--- src/rtl/dtlb_ring_pkg.sv ---
package dtlb_ring_pkg;
  localparam int PAGE_W = 12;
  localparam int VA_W   = 32;
  localparam int PPN_W  = VA_W - PAGE_W;

  localparam logic [1:0] OP_LOOKUP = 2'd0;
  localparam logic [1:0] OP_PROBE  = 2'd1;
  localparam logic [1:0] OP_WRITE  = 2'd2;
  localparam logic [1:0] OP_INVAL  = 2'd3;

  localparam logic [2:0] CAUSE_OK    = 3'd0;
  localparam logic [2:0] CAUSE_MISS  = 3'd1;
  localparam logic [2:0] CAUSE_MULTI = 3'd2;
  localparam logic [2:0] CAUSE_PRIV  = 3'd3;
  localparam logic [2:0] CAUSE_DENY  = 3'd4;

  // {found, ring}: lowest byte of ids equal to the identifier
  function automatic logic [2:0] ring_of(input logic [7:0] id, input logic [31:0] ids);
    logic [2:0] r;
    r = 3'b000;
    for (int i = 3; i >= 0; i--) begin
      if (ids[8*i +: 8] == id) r = {1'b1, 2'(i)};
    end
    return r;
  endfunction

  // {exec, write, read}
  function automatic logic [2:0] attr_rights(input logic [3:0] a);
    logic [2:0] g;
    g = 3'b000;
    if (a < 4'd12) g = {a[0], a[1], 1'b1};
    else if (a == 4'd13) g = 3'b011;
    return g;
  endfunction
endpackage

--- src/rtl/dtlb_ring_reg.sv ---
module dtlb_ring_reg #(
  parameter logic [31:0] RESET_IDS = 32'h0403_0201
) (
  input  logic        clk,
  input  logic        rst,
  input  logic        we,
  input  logic [31:0] wdata,
  output logic [31:0] ids
);
  logic unused_low;
  assign unused_low = ^wdata[7:0];

  always_ff @(posedge clk) begin
    if (rst) ids <= RESET_IDS;
    else if (we) ids <= {wdata[31:8], 8'h01};
  end
endmodule

--- src/rtl/dtlb_way.sv ---
module dtlb_way
  import dtlb_ring_pkg::*;
#(
  parameter int ENTRIES = 4,
  parameter int TAG_W   = 18,
  localparam int IDX_W  = $clog2(ENTRIES)
) (
  input  logic             clk,
  input  logic             rst,
  input  logic             wr_en,
  input  logic             inv_en,
  input  logic [IDX_W-1:0] idx,
  input  logic [TAG_W-1:0] tag,
  input  logic [PPN_W-1:0] wr_ppn,
  input  logic [7:0]       wr_id,
  input  logic [3:0]       wr_attr,
  input  logic [31:0]      ring_ids,
  output logic             hit,
  output logic [1:0]       hit_ring,
  output logic [PPN_W-1:0] hit_ppn,
  output logic [3:0]       hit_attr
);
  // Payload arrays have no reset so they map onto distributed RAM.
  logic [TAG_W-1:0] tag_mem  [ENTRIES];
  logic [PPN_W-1:0] ppn_mem  [ENTRIES];
  logic [3:0]       attr_mem [ENTRIES];
  // Identifiers carry the valid meaning and are cleared on reset.
  logic [7:0]       id_q     [ENTRIES];

  always_ff @(posedge clk) begin
    if (wr_en) begin
      tag_mem[idx]  <= tag;
      ppn_mem[idx]  <= wr_ppn;
      attr_mem[idx] <= wr_attr;
    end
  end

  always_ff @(posedge clk) begin
    if (rst) begin
      for (int e = 0; e < ENTRIES; e++) id_q[e] <= 8'h00;
    end else if (wr_en) begin
      id_q[idx] <= wr_id;
    end else if (inv_en) begin
      id_q[idx] <= 8'h00;
    end
  end

  logic [2:0] rmap;
  always_comb begin
    rmap     = ring_of(id_q[idx], ring_ids);
    hit      = (id_q[idx] != 8'h00) && rmap[2] && (tag_mem[idx] == tag);
    hit_ring = rmap[1:0];
    hit_ppn  = ppn_mem[idx];
    hit_attr = attr_mem[idx];
  end
endmodule

--- src/rtl/dtlb_ring_tlb.sv ---
module dtlb_ring_tlb
  import dtlb_ring_pkg::*;
#(
  parameter int WAYS        = 4,
  parameter int WAY_ENTRIES = 4
) (
  input  logic        clk,
  input  logic        rst,
  input  logic        ring_we,
  input  logic [31:0] ring_wdata,
  output logic [31:0] ring_ids,
  input  logic        req_valid,
  input  logic [1:0]  req_op,
  input  logic [1:0]  req_way,
  input  logic [31:0] req_vaddr,
  input  logic [1:0]  req_access,
  input  logic [1:0]  req_ring,
  input  logic [31:0] req_pte,
  output logic        rsp_valid,
  output logic [31:0] rsp_paddr,
  output logic [2:0]  rsp_cause,
  output logic [1:0]  rsp_ring
);
  localparam int IDX_W = $clog2(WAY_ENTRIES);
  localparam int TAG_W = VA_W - PAGE_W - IDX_W;
  localparam int WAY_W = $clog2(WAYS);

  logic unused_pte;
  assign unused_pte = ^req_pte[11:6];

  dtlb_ring_reg u_ring (
    .clk(clk), .rst(rst), .we(ring_we), .wdata(ring_wdata), .ids(ring_ids)
  );

  logic [IDX_W-1:0] idx;
  logic [TAG_W-1:0] tag;
  logic [7:0]       new_id;
  assign idx    = req_vaddr[PAGE_W +: IDX_W];
  assign tag    = req_vaddr[VA_W-1 -: TAG_W];
  assign new_id = ring_ids[8*req_pte[5:4] +: 8];

  logic [WAYS-1:0]  hit;
  logic [1:0]       h_ring [WAYS];
  logic [PPN_W-1:0] h_ppn  [WAYS];
  logic [3:0]       h_attr [WAYS];

  for (genvar g = 0; g < WAYS; g++) begin : g_way
    logic sel;
    assign sel = req_valid && (32'(req_way) == g);
    dtlb_way #(.ENTRIES(WAY_ENTRIES), .TAG_W(TAG_W)) u_way (
      .clk(clk), .rst(rst),
      .wr_en(sel && req_op == OP_WRITE),
      .inv_en(sel && req_op == OP_INVAL),
      .idx(idx), .tag(tag),
      .wr_ppn(req_pte[VA_W-1:PAGE_W]), .wr_id(new_id), .wr_attr(req_pte[3:0]),
      .ring_ids(ring_ids),
      .hit(hit[g]), .hit_ring(h_ring[g]), .hit_ppn(h_ppn[g]), .hit_attr(h_attr[g])
    );
  end

  logic [WAY_W-1:0] sel_way;
  logic [1:0]       sel_ring;
  logic [PPN_W-1:0] sel_ppn;
  logic [3:0]       sel_attr;
  logic             any_hit, one_hit, multi_hit;

  always_comb begin
    sel_way = '0; sel_ring = '0; sel_ppn = '0; sel_attr = '0;
    for (int w = WAYS - 1; w >= 0; w--) begin
      if (hit[w]) begin
        sel_way  = WAY_W'(w);
        sel_ring = h_ring[w];
        sel_ppn  = h_ppn[w];
        sel_attr = h_attr[w];
      end
    end
    any_hit   = |hit;
    one_hit   = $onehot(hit);
    multi_hit = any_hit && !one_hit;
  end

  logic [2:0]  rights;
  logic        granted;
  logic        q_valid;
  logic [31:0] q_addr;
  logic [2:0]  q_cause;
  logic [1:0]  q_ring;

  always_comb begin
    rights = attr_rights(sel_attr);
    case (req_access)
      2'd0:    granted = rights[0];
      2'd1:    granted = rights[1];
      2'd2:    granted = rights[2];
      default: granted = 1'b0;
    endcase
    q_valid = req_valid && (req_op == OP_LOOKUP || req_op == OP_PROBE);
    q_addr  = '0;
    q_cause = CAUSE_OK;
    q_ring  = '0;
    if (q_valid) begin
      if (one_hit) q_ring = sel_ring;
      if (req_op == OP_LOOKUP) begin
        if (!any_hit)                q_cause = CAUSE_MISS;
        else if (multi_hit)          q_cause = CAUSE_MULTI;
        else if (sel_ring < req_ring) q_cause = CAUSE_PRIV;
        else if (!granted)           q_cause = CAUSE_DENY;
        else q_addr = {sel_ppn, req_vaddr[PAGE_W-1:0]};
      end else begin
        if (multi_hit) q_cause = CAUSE_MULTI;
        else if (one_hit && sel_ring >= req_ring)
          q_addr = {req_vaddr[VA_W-1:PAGE_W], 12'h010} | {{(32-WAY_W){1'b0}}, sel_way};
      end
    end
  end

  always_ff @(posedge clk) begin
    if (rst) begin
      rsp_valid <= 1'b0;
      rsp_paddr <= '0;
      rsp_cause <= CAUSE_OK;
      rsp_ring  <= '0;
    end else begin
      rsp_valid <= q_valid;
      rsp_paddr <= q_addr;
      rsp_cause <= q_cause;
      rsp_ring  <= q_ring;
    end
  end
endmodule

--- config.mk ---
export PLATFORM = sky130hd
export DESIGN_NAME = dtlb_ring_tlb
export DESIGN_NICKNAME = d
export VERILOG_FILES = /design/src/rtl/dtlb_ring_pkg.sv /design/src/rtl/dtlb_ring_reg.sv /design/src/rtl/dtlb_way.sv /design/src/rtl/dtlb_ring_tlb.sv
export SDC_FILE = /design/constraint.sdc
export NUM_CORES = 1
export LEC_CHECK = 0
export BUFFER_PORTS_ARGS = -buffer_cell sky130_fd_sc_hd__buf_2
export CORE_UTILIZATION = 45
export CTS_CLUSTER_SIZE = 28
export DETAILED_ROUTE_END_ITERATION = 16
export SLEW_MARGIN = 20
export SYNTH_ARGS = -nofsm -noshare
export SYNTH_HDL_FRONTEND = slang
export SYNTH_HIERARCHICAL = 1
export SYNTH_SLANG_ARGS = --single-unit
--- constraint.sdc ---
create_clock -name clk -period 7.8 [get_ports clk]
set_clock_uncertainty 0.2 [all_clocks]
set_input_delay 1.56 -clock clk [delete_from_list [all_inputs] [get_ports clk]]
set_output_delay 1.56 -clock clk [all_outputs]
set_load 0.1 [all_outputs]
# Word-level counts from Yosys, hierarchy flattened
# Memory sizes are Yosys's and may differ from the RTL's.
# Index checks and enable logic that the tools add are counted.
[word_totals] regBits=62 ram_bits=800 inputBits=108 output_inout_bits=70 word_cells=202 memories=16
[classes] addsub=3 magnitude_cmp=3 n_eq_ne=30 n_shift=1 mux=98 n_bitwise=7 reduce_logical=39
[mem_list] name="g_way[0].u_way.ppn_mem" words=4 word_bits=20 read_ports=1 rd_ports_with_merged_regs=0 wr=1 line="dtlb_way.sv:25" rtl="logic [PPN_W-1:0] ppn_mem [ENTRIES];"
[mem_list] name="g_way[1].u_way.ppn_mem" words=4 word_bits=20 read_ports=1 rd_ports_with_merged_regs=0 wr=1 line="dtlb_way.sv:25"
[mem_list] name="g_way[2].u_way.ppn_mem" words=4 word_bits=20 read_ports=1 rd_ports_with_merged_regs=0 wr=1 line="dtlb_way.sv:25"
[mem_list] name="g_way[3].u_way.ppn_mem" words=4 word_bits=20 read_ports=1 rd_ports_with_merged_regs=0 wr=1 line="dtlb_way.sv:25"
[mem_list] name="g_way[0].u_way.tag_mem" words=4 word_bits=18 read_ports=1 rd_ports_with_merged_regs=0 wr=1 line="dtlb_way.sv:24" rtl="logic [TAG_W-1:0] tag_mem [ENTRIES];"
[mem_list] name="g_way[1].u_way.tag_mem" words=4 word_bits=18 read_ports=1 rd_ports_with_merged_regs=0 wr=1 line="dtlb_way.sv:24"
[mem_list] name="10 more memories"
[ops] op="2-to-1 mux 32 bit" n=7
[ops] op="equality test 8 bit" n=12
[ops] op="2-to-1 mux 20 bit" n=4
[ops] op="equality test 18 bit" n=4
[ops] op="2-to-1 mux 3 bit" n=22
[ops] op="2-to-1 mux 8 bit" n=8
[ops] op="2-to-1 mux 1 bit" n=38
[ops] op="equality test 1 x 8 -> 1 bit (first input constant)" n=4
[ops] op="bitwise OR 32 x 2 -> 32 bit" n=1
[ops] op="nonzero test 8 bit" n=4
[ops] op="OR reduction 8 bit" n=4
[ops] op="variable part select 32 x 6 -> 8 bit" n=1
[ops] op="2-to-1 mux 2 bit" n=14
[ops] op="logical AND 1 bit" n=23
[ops] op="2-to-1 mux 4 bit" n=4
[ops] op="equality test 2 bit (second input constant)" n=5
[ops] op="equality test 2 x 1 -> 1 bit (second input constant)" n=3
[ops] op="zero test 2 bit" n=3
[ops] op="adder 1 x 1 -> 2 bit" n=2
[ops] op="equality test 4 bit (second input constant)" n=1
[ops] op="< comparator 4 bit (second input constant)" n=1
[ops] op="bitwise OR 1 bit" n=4
[ops] op="OR reduction 4 bit" n=1
[ops] op="adder 2 x 2 -> 3 bit" n=1
[ops] op="other kinds (9)" n=10

# Depth between registers and ports, before layout
# Gate-level depths: netlist of the first run.
# An unclocked memory read counts as a cell.
[logic_depth] ltp_word=21 depth_mapped=22 depth_no_buf=16

# Hierarchy
# The synthesis of the first run kept the hierarchy.
[by_module_without_submodules] module="dtlb_way at g_way[2].u_way ..." instances=2 cells_per_inst=410 area_each_um2=8160.3 seq_area_each_um2=6005.8
[by_module_without_submodules] module="dtlb_way at g_way[0].u_way" instances=1 cells_per_inst=412 area_each_um2=8176.6 seq_area_each_um2=6005.8
[by_module_without_submodules] module="dtlb_way at g_way[1].u_way" instances=1 cells_per_inst=409 area_each_um2=8166.6 seq_area_each_um2=6005.8
[by_module_without_submodules] module="dtlb_ring_tlb" instances=1 cells_per_inst=294 area_each_um2=2433.6 seq_area_each_um2=760.7
[by_module_without_submodules] module="dtlb_ring_reg" instances=1 cells_per_inst=87 area_each_um2=943.4 seq_area_each_um2=480.5

# Least setup slack after synthesis of the first run
# Ideal clock, no wire load.
[synth_timing] path_kind="in2reg" start="input req_vaddr[13]" end="memory g_way[1].u_way.attr_mem[0][0] (enable)" setup_ns=0.502 arrival_ns=5.649 required_time_ns=7.098 path_slack_ns=1.449 cell_stages=6 n_path_buf=5 cell_sequence="buf_2 buf_1 buf_2 buf_2 buf_2 nor3b_1"
[synth_lines] item="start: declaration" line="dtlb_ring_tlb.sv:15" rtl="input logic [31:0] req_vaddr,"
[synth_lines] item="end: declaration" line="dtlb_way.sv:26" rtl="logic [3:0] attr_mem [ENTRIES];"
# No word-level cell before the write port.

# Worst setup path after layout of the first run
[layout_timing] start="input req_vaddr[12]" end="register rsp_paddr[26]"
[layout_between] elab_cells_between_ends=98 cone_classes="add/sub: 3; order compare: 3; eq/ne: 22; mux: 38; reduce/logical: 16; memory: 16"
[layout_lines] item="memory (4 x 8 bit)"
[layout_lines] item="equality test 8 bit" line="dtlb_ring_pkg.sv:22" rtl="if (ids[8*i +: 8] == id) r = {1'b1, 2'(i)};"
[layout_lines] item="2-to-1 mux 3 bit (4 in series)" line="dtlb_ring_pkg.sv:22"
[layout_lines] item="logical AND 1 bit" line="dtlb_way.sv:51" rtl="hit = (id_q[idx] != 8'h00) && rmap[2] && (tag_mem[idx] == tag);"
[layout_lines] item="logical AND 1 bit (*)" line="dtlb_way.sv:51"
[layout_lines] item="via hit[1]" line="dtlb_ring_tlb.sv:42" rtl="logic [WAYS-1:0] hit;"
[layout_lines] item="2-to-1 mux 2 bit (*) (2 in series)" line="dtlb_ring_tlb.sv:70" rtl="if (hit[w]) begin"
[layout_lines] item="via sel_ring[1]" line="dtlb_ring_tlb.sv:62" rtl="logic [1:0] sel_ring;"
[layout_lines] item="< comparator 2 bit or greater-or-equal comparator 2 bit (tied branches)" line="dtlb_ring_tlb.sv:106, dtlb_ring_tlb.sv:111"
[layout_lines] item="2-to-1 mux 32 bit or logical AND 1 bit (tied branches)" line="dtlb_ring_tlb.sv:106, dtlb_ring_tlb.sv:111"
[layout_lines] item="2-to-1 mux 32 bit (on tied branches)" line="dtlb_ring_tlb.sv:105, dtlb_ring_tlb.sv:111"
[layout_lines] item="2-to-1 mux 32 bit (on tied branches)" line="dtlb_ring_tlb.sv:104, dtlb_ring_tlb.sv:110"
[layout_lines] item="2-to-1 mux 32 bit (*)" line="dtlb_ring_tlb.sv:103" rtl="if (req_op == OP_LOOKUP) begin"
[layout_lines] item="end signal: assignment" line="dtlb_ring_tlb.sv:125" rtl="rsp_paddr <= q_addr;"
[layout_lines] item="end: declaration" line="dtlb_ring_tlb.sv:20" rtl="output logic [31:0] rsp_paddr,"
# Mark *: on every way through the listed nets, which the timed path passes. The rest lies on a longest branch.
# A chain may end at the register's enable or synchronous reset.

==> flow_summary.yaml, run 1 <==
synth:
  synth_largest_type_area_fraction_pct: 66.66
  synth-main-ff-cell: "sky130_fd_sc_hd__edfxtp_1"
  netlist_instances: 2022
  total_of_flip_flops_plus_latches_after_synthesis: 862
  synth-edff-count: 800
  synth_cell_types: 66
  synth.largest_area_cell: "sky130_fd_sc_hd__edfxtp_1"
  yosysSeqAreaShare_pct: 70.10
  asyncSetResetFlopFracSynth_pct: 0
  synth_area_per_cell_sq_um: 17.82
  post_synth_main_area_contributors: "sky130_fd_sc_hd__edfxtp_1 (67%), sky130_fd_sc_hd__mux4_2 (12%), sky130_fd_sc_hd__dfxtp_1 (3.4%)"
  yosys_warnings: 6
  mappedNetlistArea_sq_um: 36040
outcome:
  status: "complete, no violations"
hold_path:
  min-delay-start: "u_ring/ids[28]$_SDFFE_PP0P_"
  worstHoldPathCells: 2
  worstHoldPathType: "register to register"
  hold_end: "u_ring/ids[28]$_SDFFE_PP0P_"
global_routing:
  antenna_found_initial: 3
  first_global_vias: 20171
  grt_pass1_wl_um: 130500
  groute.usage.overall_pct: 21.78
  grt_start_max_net_pins: 94
  globalRoute.totalOverflow: 0
worst_setup_path:
  critical_path_peak_fanout: 55
  timing.reg2reg.worst_path_depth: 17
  slowest_delay_ns: 0.73
  critPathArrivalTime_ns: 6.85
  reg2reg_from: "g_way[0].u_way/id_q[3][0]$_DFFE_PP_"
  regToRegEndpoint: "rsp_paddr[26]$_SDFF_PP0_"
  cp.required_ns: 8.10
  path_buf_inv: 5
  critPathLaunchType: "input pin"
  timing.critical_path.max_delay_family: "buffers and inverters"
  setup.reg_to_reg.worst_slack_ns: 2.68
  timing.critical_path.mode_cell: "sky130_fd_sc_hd__buf_4"
  worst_setup_ep_type: "register"
  criticalPathCategory: "input pin to register"
  critical_path.cell_chain: "buf_8 > buf_4 > mux4_1 > xor2_1 > nor4_1 > nand2_1 > nor2b_4 > a2111oi_4 > buf_4 > a221oi_1 > o31ai_1 > buf_4 > ha_1 > a21o_1 > and3_1 > o2111ai_4 > buf_4 > o21ai_2"
  timing.critical_path.slowest_stage_cell: "sky130_fd_sc_hd__mux4_1"
clocking:
  ctsLongestPathBuffers: 3
  clock_latency_ns: 0.64
  clk_transition_reported_paths_ns: 0.06
  post-cts-setup-buffers: 0
  num_cts_buffers: 89
  htreeDepth: 3
  cts.root.buffer_cell: "sky130_fd_sc_hd__clkbuf_16"
  holdBufCountCts: 0
  tritoncts_clock_tree: "built"
  numClockSinks: 862
  cts.repair.resized: 0
finish:
  final_core_utilization_pct: 51.78
  area_delta_synth_final_pct: 13.67
  final_cells: 3348
  finalNetCount: 2339
  mostFrequentLayoutCell: "sky130_fd_sc_hd__edfxtp_1"
  final_layout_size_suffix_gt1_share_pct: 25.83
  final_cell_mix: "sky130_fd_sc_hd__edfxtp_1 (800), sky130_fd_sc_hd__mux4_2 (193), sky130_fd_sc_hd__nor2_1 (168)"
flow_run:
  maxCapViolCount: 0
detailed_routing:
  detailedRoute.firstPassIterationCount: 7
  vias: 19328
  routed_wirelength_um: 87760
  avgViaCountPerCell: 5.773
  wl_per_cell_um: 26.21
  ant_nets: 0
  detailed_route_drc_error_count: 0
  drt-initial-drc-count: 1598
floorplanning:
  die_h_um: 285.0
  dieArea_sq_um: 81230
  placeableCoreArea_sq_um: 79130
  design.portCount: 178
  die_width_um: 285.0
  initial_core_util_pct: 45.55
  floorplan.rows: 103
place:
  post-dp-hpwl_um: 50890
  gpl.final_weighted_congestion: 0.8678
  place_ws_ns: 0.5208
  place_inst: 3184
  portBuffers: 155
sta:
  final_hold_violations: 0
  final_period_util_pct: 83.90
  setup-violations-final: 0
  finalCriticalPeriod_ns: 6.544
  worst_slew_margin_relative_to_its_limit_pct: 35.52
  setup_slack_ns: 1.256
  final_max_slew_viol_count: 0
  hold-worst-slack_ns: 0.5259
  rsz_0062_raised_after_global_routing: "no"
  tns_ns: 0
  transition_at_the_pin_with_the_smallest_max_transition_slack_ns: 0.9652
  max_clock_freq_ghz: 0.1528
pwr:
  power.density_cell_area_nw_per_um2: 242.5
  irDropWorstVdd_v: 0.0001858
  power.static_leakage_nw: 13.64
==> cells in the mapped netlist, types with 10 or more instances <==
cell type	number
sky130_fd_sc_hd__clkbuf_1	35
sky130_fd_sc_hd__nor4_1	44
sky130_fd_sc_hd__buf_2	27
sky130_fd_sc_hd__o21ai_0	11
sky130_fd_sc_hd__nor2_1	169
sky130_fd_sc_hd__nand2_1	72
sky130_fd_sc_hd__inv_1	39
sky130_fd_sc_hd__a221oi_1	21
sky130_fd_sc_hd__mux2i_1	20
sky130_fd_sc_hd__nand4_1	30
sky130_fd_sc_hd__nor2b_1	13
sky130_fd_sc_hd__mux4_1	15
sky130_fd_sc_hd__xnor2_1	120
sky130_fd_sc_hd__mux4_2	193
sky130_fd_sc_hd__nor3_1	31
sky130_fd_sc_hd__a21oi_1	28
sky130_fd_sc_hd__edfxtp_1	800
sky130_fd_sc_hd__nand2b_1	14
sky130_fd_sc_hd__dfxtp_1	62
sky130_fd_sc_hd__nand3_1	27
sky130_fd_sc_hd__and3_1	22
sky130_fd_sc_hd__buf_4	11
sky130_fd_sc_hd__xor2_1	80
sky130_fd_sc_hd__nor3b_1	10
sky130_fd_sc_hd__o21ai_2	20
sky130_fd_sc_hd__buf_1	10
==> state kept, by name, indices dropped and copies added, names as in the netlist <==
| name | count |
|---|---|
| rsp_valid | 1 |
| g_way.u_way/id_q | 128 |
| rsp_cause | 3 |
| g_way.u_way/attr_mem | 64 |
| g_way.u_way/ppn_mem | 320 |
| rsp_ring | 2 |
| g_way.u_way/tag_mem | 288 |
| u_ring/ids | 24 |
| rsp_paddr | 32 |
==> worst register-to-register path: cells and delay by family, from the launching register on <==
family                     cells  cell delay (ns)
adders and majority gates      3             1.05
and+or+nand+nor                5             1.02
buffers and inverters          4             0.83
AOI/OAI and AO/OA              3             0.75
muxes                          1             0.60
DFF                            1             0.40
xor gates and xnor gates       1             0.20
==> per-stage QoR <==
stage / power (mW) / instance area, sq um
after global placement: 5.867 / 38100
after CTS: 10.02 / 40960
after detailed placement: 5.884 / 38100
after global routing: 10.23 / 40970
final: 9.934 / 40970
after floorplan: 5.674 / 36060
==> kinds of logic after synthesis <==
family | Yosys count | share of synthesized area [%]
AO/OA/AOI/OAI | 113 | 2.437
XOR/XNOR | 200 | 4.860
adder cells (fa/ha/maj) | 6 | 0.2291
buffers and inverters | 146 | 2.145
flip-flops | 862 | 70.10
multiplexers | 228 | 13.71
other | 2 | 0.02084
AND/OR/NAND/NOR | 465 | 6.499
==> how the worst max path moves through the flow <==
stage / startpoint / to / slack, ns / cells after the start
4_1_cts: req_vaddr[12] / rsp_paddr[31]$_SDFF_PP0_ / 1.19 / 18
6_report: req_vaddr[12] / rsp_paddr[26]$_SDFF_PP0_ / 1.26 / 18
3_3_place_gp: req_vaddr[12] / rsp_paddr[31]$_SDFF_PP0_ / 0.65 / 18
5_1_grt: req_vaddr[12] / rsp_paddr[26]$_SDFF_PP0_ / 0.93 / 18
2_1_floorplan: req_vaddr[13] / g_way[1].u_way/attr_mem[0][0]$_DFFE_PP_ / 1.45 / 6
3_5_place_dp: req_vaddr[12] / rsp_paddr[31]$_SDFF_PP0_ / 0.52 / 18
==> per-layer routing <==
metal  global-route usage, %  vias to the layer above  share of wire (%)
li1                        -                     8382                  -
met1                   29.42                    10143                 42
met2                   36.81                      648                 50
met3                   3.168                      151                5.5
met4                   6.350                        4                2.7
met5                       0                        -              0.033
==> layout make-up <==
cell class,instances,area [sq um]
Multi-Input combinational cell,1020,10120
Timing Repair Buffer,204,1226
Fill cell,6371,38160
Tap cell,1050,1314
Sequential cell,862,25260
Clock buffer,114,2381
Inverter,48,180.2
Antenna cell,2,5.005
Clock inverter,48,479.2
==> where the power goes <==
group,internal (mW),leakage [nW],switching [mW]
Sequential,5.10,7.89,0.0489
Combinational,0.241,4.38,0.396
Clock,2.37,1.38,1.77
Power figures use the tool's default switching activity.
==> inputs of run 2 (changes only) <==
- clock period: 7.8 -> 6.2 ns (I/O delays scaled with it)
==> run 2 against run 1 <==
  * Global-route usage is 0.54 points higher
  * Die area stayed put
  * Sequential power is 26% higher
  * Cell count is 2.6% higher
  * First-iteration DRC count is 11% higher
  * Core utilization is 1.4 points higher
  * Total power is 33% higher
  * Cell area is 2.6% higher
==> flow_summary.yaml, run 2 (synthesized netlist as in run 1, its figures left out) <==
outcome:
  status: "complete, no violations"
floorplanning:
  placeableCoreArea_sq_um: 79130
  initial_core_util_pct: 45.55
  floorplan.rows: 103
  dieArea_sq_um: 81230
  die_h_um: 285.0
  die_width_um: 285.0
  design.portCount: 178
pwr:
  p_int_mw: 10.33
  combPwrFrac_pct: 6.3
  power_total_mw: 13.22
  p_sw_share_pct: 21.85
  power.static_leakage_nw: 14.28
  power.density_cell_area_nw_per_um2: 314.4
  irDropWorstVdd_v: 0.0002739
  seq_power_share_pct: 49.0
  p_sw_mw: 2.889
  power.share.clock_pct: 44.7
finish:
  biggestRegsByFlops: "g_way.u_way/ppn_mem (320), g_way.u_way/tag_mem (288), g_way.u_way/id_q (128)"
  area_delta_synth_final_pct: 16.68
  final_cell_mix: "sky130_fd_sc_hd__edfxtp_1 (800), sky130_fd_sc_hd__mux4_2 (193), sky130_fd_sc_hd__nor2_1 (168)"
  flip_flop_count_of_the_largest_register_all_copies_and_words_added: 320
  finalNetCount: 2416
  max_flop_register: "g_way.u_way/ppn_mem"
  num-fill-cells: 6334
  final_layout_size_suffix_gt1_share_pct: 29.02
  final_cells: 3434
  multiInputGateArea_sq_um: 10120
  ff_latch_area_sq_um: 25260
  mostFrequentLayoutCell: "sky130_fd_sc_hd__edfxtp_1"
place:
  place_inst: 3256
  gpl.final_weighted_congestion: 0.8683
  post-dp-hpwl_um: 54540
  portBuffers: 155
sta:
  finalCriticalPeriod_ns: 5.742
  tns_ns: 0
  max_clock_freq_ghz: 0.1742
  final_max_slew_viol_count: 0
  setup-violations-final: 0
  worst_slew_margin_relative_to_its_limit_pct: 30.22
  final_period_util_pct: 92.61
  transition_at_the_pin_with_the_smallest_max_transition_slack_ns: 1.042
  final_hold_violations: 0
  rsz_0062_raised_after_global_routing: "no"
clocking:
  cts.repair.resized: 0
  num_cts_buffers: 93
  tritoncts_clock_tree: "built"
  clk_transition_reported_paths_ns: 0.06
  holdBufCountCts: 0
  cts.root.buffer_cell: "sky130_fd_sc_hd__clkbuf_16"
  ctsLongestPathBuffers: 3
  htreeDepth: 3
  post-cts-setup-buffers: 0
  clock_latency_ns: 0.65
  numClockSinks: 862
global_routing:
  first_global_vias: 20283
  grt_pass1_wl_um: 133600
  globalRoute.totalOverflow: 0
  groute.usage.overall_pct: 22.32
  grt_start_max_net_pins: 57
  antenna_found_initial: 5
hold_path:
  worstHoldPathType: "register to register"
detailed_routing:
  vias: 19780
  wl_per_cell_um: 26.23
  ant_nets: 0
  drt-initial-drc-count: 1781
  detailed_route_drc_error_count: 0
  routed_wirelength_um: 90090
  avgViaCountPerCell: 5.760
  detailedRoute.firstPassIterationCount: 5
worst_setup_path:
  cp.required_ns: 6.60
  critPathArrivalTime_ns: 6.14
  worst_setup_ep_type: "register"
  criticalPathCategory: "input pin to register"
  critPathLaunchType: "input pin"
  critical_path_peak_fanout: 19
flow_run:
  maxCapViolCount: 0
==> run 2: changes by cell type in the layout (fill, tap and decap cells not counted), moves of 5 or more <==
cell / change
sky130_fd_sc_hd__buf_12: +5
sky130_fd_sc_hd__bufinv_16: +10
sky130_fd_sc_hd__clkinv_1: -5
sky130_fd_sc_hd__clkbuf_1: -8
sky130_fd_sc_hd__clkinv_2: +8
sky130_fd_sc_hd__buf_4: +68
sky130_fd_sc_hd__clkbuf_16: +6
==> run 2: path summary, 6_finish.rpt <==
| path | start | endpoint | slack, ns | depth (start not counted) |
|---|---|---|---|---|
| worst min register to register | u_ring/ids[27]$_SDFFE_PP0P_ | u_ring/ids[27]$_SDFFE_PP0P_ | 0.52 | 2 |
| worst max-delay path | req_vaddr[12] | rsp_paddr[22]$_SDFF_PP0_ | 0.46 | 21 |
| worst min-delay path | u_ring/ids[27]$_SDFFE_PP0P_ | u_ring/ids[27]$_SDFFE_PP0P_ | 0.52 | 2 |
| worst max register to register | g_way[3].u_way/id_q[2][6]$_SDFFCE_PN0P_ | rsp_paddr[22]$_SDFF_PP0_ | 1.21 | 19 |
==> run 2: per-layer routing <==
| layer | wire (um) | part of all wire, % | global-route usage, % |
|---|---|---|---|
| met4 | 2103 | 2.3 | 6.003 |
| met2 | 44960 | 50 | 37.53 |
| met1 | 37540 | 42 | 30.12 |
| met5 | 40 | 0.044 | 0 |
| met3 | 5443 | 6.0 | 3.840 |
==> run 2: area by class of cell <==
type	count	area share [%]
inverter	48	0.4284
clock buffer	114	6.013
clock inverter	60	1.910
multi-input combinational	1020	24.06
antenna	3	0.01785
sequential	862	60.08
tap	1050	3.124
timing repair buffer	277	4.368
==> run 2: per-stage QoR <==
stage | utilization [%] | cell area, sq um | hold WS [ns] | setup slack (ns)
floorplan | - | 36060 | 0.4922 | 0.1692
global placement | 48.90 | 38690 | 0.5050 | -0.2067
detailed placement | 48.90 | 38690 | 0.5072 | -0.2469
CTS | 53.11 | 42030 | 0.5191 | 0.4333
global route | 53.14 | 42050 | 0.5280 | 0.1715
finish | 53.15 | 42050 | 0.5197 | 0.4579
==> run 2: power groups by stage <==
stage	sequential (mW)	combinational [mW]	clock (mW)
after floorplan	6.65	0.492	0
after global placement	6.60	0.810	0
after detailed placement	6.60	0.827	0
after CTS	6.48	0.830	6.02
after global routing	6.48	0.888	6.23
final	6.48	0.831	5.91
==> run 2: worst max-delay path, stage by stage <==
cell                        delay, ns
sky130_fd_sc_hd__buf_8           0.21
sky130_fd_sc_hd__buf_12          0.24
sky130_fd_sc_hd__mux4_1          0.59
sky130_fd_sc_hd__xor2_1          0.17
sky130_fd_sc_hd__nor4_1          0.43
sky130_fd_sc_hd__nand3_1         0.20
sky130_fd_sc_hd__buf_4           0.21
sky130_fd_sc_hd__a2111oi_2       0.38
sky130_fd_sc_hd__inv_1           0.10
sky130_fd_sc_hd__fa_1            0.48
sky130_fd_sc_hd__inv_1           0.04
sky130_fd_sc_hd__ha_1            0.18
sky130_fd_sc_hd__ha_1            0.29
sky130_fd_sc_hd__nor3b_1         0.21
sky130_fd_sc_hd__buf_4           0.18
sky130_fd_sc_hd__nand2_1         0.09
sky130_fd_sc_hd__nor3_2          0.28
sky130_fd_sc_hd__buf_12          0.21
sky130_fd_sc_hd__buf_4           0.14
sky130_fd_sc_hd__nand2_1         0.10
sky130_fd_sc_hd__o21ai_2         0.09
==> inputs of run 3 (changes only) <==
- SYNTH_HIERARCHICAL: 1 -> not set
==> run 3 against run 2 <==
  * Die area fell by 0.90%
  * Setup slack got worse by 0.028 ns
  * Cell area fell by 1.5%
  * Sequential power barely moved
  * Via count fell by 0.75%
  * Synthesized cell count rose by 2.5%
  * Critical endpoint is now rsp_paddr[0]$_SDFF_PP0_
  * Largest cell class unchanged
==> flow_summary.yaml, run 3 <==
global_routing:
  antenna_found_initial: 3
  grt_pass1_wl_um: 132200
  grt_start_max_net_pins: 65
  groute.usage.overall_pct: 22.33
  globalRoute.totalOverflow: 0
  first_global_vias: 20170
synth:
  synth.area.mux_share_pct: 13.08
  asyncSetResetFlopFracSynth_pct: 0
  synth-simple-area-share_pct: 5.885
  synth_xor_xnor_area_share_pct: 4.169
  synth_top_family_by_area: "multiplexers"
  synth-main-ff-cell: "sky130_fd_sc_hd__edfxtp_1"
  synth_adder_area_share_pct: 0.2312
  yosys_warnings: 0
  netlist_instances: 2072
  synth_area_per_cell_sq_um: 17.24
  synth-edff-count: 800
  cell_with_the_most_instances_after_synthesis: "sky130_fd_sc_hd__edfxtp_1"
  synth_compound_area_share_pct: 3.395
  post_synth_main_area_contributors: "sky130_fd_sc_hd__edfxtp_1 (67%), sky130_fd_sc_hd__mux4_2 (12%), sky130_fd_sc_hd__xnor2_1 (3.8%)"
  synth.cells.most_frequent: "sky130_fd_sc_hd__edfxtp_1 (800), sky130_fd_sc_hd__mux4_2 (190), sky130_fd_sc_hd__nor2_1 (190)"
  synth.largest_area_cell: "sky130_fd_sc_hd__edfxtp_1"
  yosysSeqAreaShare_pct: 70.74
  synth_largest_type_area_fraction_pct: 67.26
  synth_cell_types: 72
  mappedNetlistArea_sq_um: 35720
  total_of_flip_flops_plus_latches_after_synthesis: 862
clocking:
  clock_latency_ns: 0.66
  clk_transition_reported_paths_ns: 0.06
  cts.repair.resized: 0
  holdBufCountCts: 0
  ctsLongestPathBuffers: 3
  post-cts-setup-buffers: 0
  htreeDepth: 3
  num_cts_buffers: 90
  cts.root.buffer_cell: "sky130_fd_sc_hd__clkbuf_16"
  tritoncts_clock_tree: "built"
  numClockSinks: 862
pwr:
  p_sw_mw: 2.805
  power.static_leakage_nw: 13.79
  p_int_mw: 9.852
  irDropWorstVdd_v: 0.0002314
  p_sw_share_pct: 22.16
  combPwrFrac_pct: 6.6
  power.share.clock_pct: 42.2
  seq_power_share_pct: 51.2
  power.density_cell_area_nw_per_um2: 305.5
floorplanning:
  floorplan.rows: 102
  dieArea_sq_um: 80500
  initial_core_util_pct: 45.80
  die_h_um: 283.7
  placeableCoreArea_sq_um: 77980
  design.portCount: 178
  die_width_um: 283.7
hold_path:
  worstHoldPathCells: 2
  worstHoldPathType: "register to register"
  min-delay-start: "u_ring.ids[16]$_SDFFE_PP1P_"
detailed_routing:
  drt-initial-drc-count: 1845
  routed_wirelength_um: 89440
  vias: 19631
  detailed_route_drc_error_count: 0
  avgViaCountPerCell: 5.735
  ant_nets: 0
  wl_per_cell_um: 26.13
  detailedRoute.firstPassIterationCount: 5
sta:
  max_clock_freq_ghz: 0.1733
  finalCriticalPeriod_ns: 5.770
  tns_ns: 0
  final_hold_violations: 0
  worst_slew_margin_relative_to_its_limit_pct: 30.64
  hold-worst-slack_ns: 0.5111
  final_max_slew_viol_count: 0
  final_period_util_pct: 93.07
  transition_at_the_pin_with_the_smallest_max_transition_slack_ns: 1.033
  setup-violations-final: 0
  rsz_0062_raised_after_global_routing: "no"
finish:
  biggestRegsByFlops: "g_way.u_way.ppn_mem (320), g_way.u_way.tag_mem (288), g_way.u_way.id_q (128)"
  mostFrequentLayoutCell: "sky130_fd_sc_hd__edfxtp_1"
  final_cell_mix: "sky130_fd_sc_hd__edfxtp_1 (800), sky130_fd_sc_hd__mux4_2 (190), sky130_fd_sc_hd__nor2_1 (174)"
  multiInputGateArea_sq_um: 9734
  final_layout_size_suffix_gt1_share_pct: 28.48
  area_delta_synth_final_pct: 15.98
  max_flop_register: "g_way.u_way.ppn_mem"
  ff_latch_area_sq_um: 25260
  flip_flop_count_of_the_largest_register_all_copies_and_words_added: 320
  finalNetCount: 2418
  num-fill-cells: 6254
worst_setup_path:
  worst_setup_ep_type: "register"
  timing.reg2reg.worst_path_depth: 16
  reg2reg_from: "g_way[3].u_way.id_q[2][2]$_SDFFCE_PN0P_"
  worst_setup_path_startpoint: "req_vaddr[12]"
  criticalPathCategory: "input pin to register"
  critPathLaunchType: "input pin"
  critical_path_peak_fanout: 10
  cp.required_ns: 6.56
  critPathArrivalTime_ns: 6.13
place:
  post-dp-hpwl_um: 54150
  gpl.final_weighted_congestion: 0.8708
  portBuffers: 155
outcome:
  status: "complete, no violations"
flow_run:
  maxCapViolCount: 0
[run 3: changes by cell type in the layout (fill, tap and decap cells not counted), sizes merged, moves of 17 or more]
cell / change
a221oi: -20
a311oi: +25
and3: -17
mux4: -18
nand2: +60
nor4: -36
o31ai: +25
xnor2: +36
xor2: -66
[run 3: cell families after synthesis]
family          after synthesis
xor+xnor                    170
other cells                   2
simple gates                453
flops                       862
fa+ha+maj                     6
compound gates              152
mux                         228
buf+inv                     199
[run 3: per-stage QoR]
stage | total power, mW | util [%] | instance area [sq um] | setup WS [ns] | std cells
6_report | 12.66 | 53.12 | 41420 | 0.4297 | 3423
4_1_cts | 12.75 | 53.12 | 41420 | 0.5006 | 3421
3_3_place_gp | 7.423 | 49.34 | 38470 | -0.1223 | 3252
3_5_place_dp | 7.445 | 49.34 | 38470 | -0.1411 | 3252
5_1_grt | 13.02 | 53.12 | 41420 | 0.2767 | 3422
2_1_floorplan | 7.149 | - | 35760 | -0.2819 | 2078
[run 3: area by class of cell]
class                   instances  area share (%)
repair buffers                284           4.803
diodes                          2         0.01208
clock inverters                53           1.269
multi-input cells            1017           23.50
well taps                    1040           3.141
inverters                      49          0.4470
flip-flops and latches        862           60.99
clock buffers                 116           5.839
[run 3: power groups by stage]
stage                     logic [mW]  registers, mW  clock network (mW)
after CTS                      0.847           6.48                5.43
after global routing           0.900           6.48                5.64
after global placement         0.828           6.60                   0
final                          0.840           6.48                5.34
after detailed placement       0.845           6.60                   0
after floorplan                0.515           6.63                   0
[run 3: critical path, stage by stage]
cell and delay, ns:
sky130_fd_sc_hd__buf_8 0.17, sky130_fd_sc_hd__buf_12 0.17, sky130_fd_sc_hd__buf_4 0.18, sky130_fd_sc_hd__mux4_2 0.52, sky130_fd_sc_hd__xnor2_1 0.18, sky130_fd_sc_hd__nand4_1 0.12
sky130_fd_sc_hd__nor4_1 0.70, sky130_fd_sc_hd__o311ai_2 0.33, sky130_fd_sc_hd__clkinv_2 0.12, sky130_fd_sc_hd__fa_1 0.41, sky130_fd_sc_hd__ha_1 0.21, sky130_fd_sc_hd__ha_1 0.30
sky130_fd_sc_hd__nor3b_2 0.24, sky130_fd_sc_hd__nand2_1 0.11, sky130_fd_sc_hd__nor3_2 0.45, sky130_fd_sc_hd__inv_1 0.12, sky130_fd_sc_hd__nor2_1 0.27, sky130_fd_sc_hd__o21ai_0 0.18
sky130_fd_sc_hd__o31ai_2 0.08
[run 3: routing by layer]
metal,part of all wire (%),vias to the layer above,wire (um),GRT usage (%)
li1,-,8505,-,-
met1,42,10320,37770,30.74
met2,49,647,43640,36.47
met3,6.3,157,5620,3.923
met4,2.7,2,2394,6.622
met5,0.012,-,11,0
[run 3: path summary, 6_finish.rpt]
kind | to | slack (ns)
worst max-delay path | rsp_paddr[0]$_SDFF_PP0_ | 0.43
worst max register to register | rsp_paddr[0]$_SDFF_PP0_ | 1.08
worst min-delay path | u_ring.ids[16]$_SDFFE_PP1P_ | 0.51
worst min register to register | u_ring.ids[16]$_SDFFE_PP1P_ | 0.51
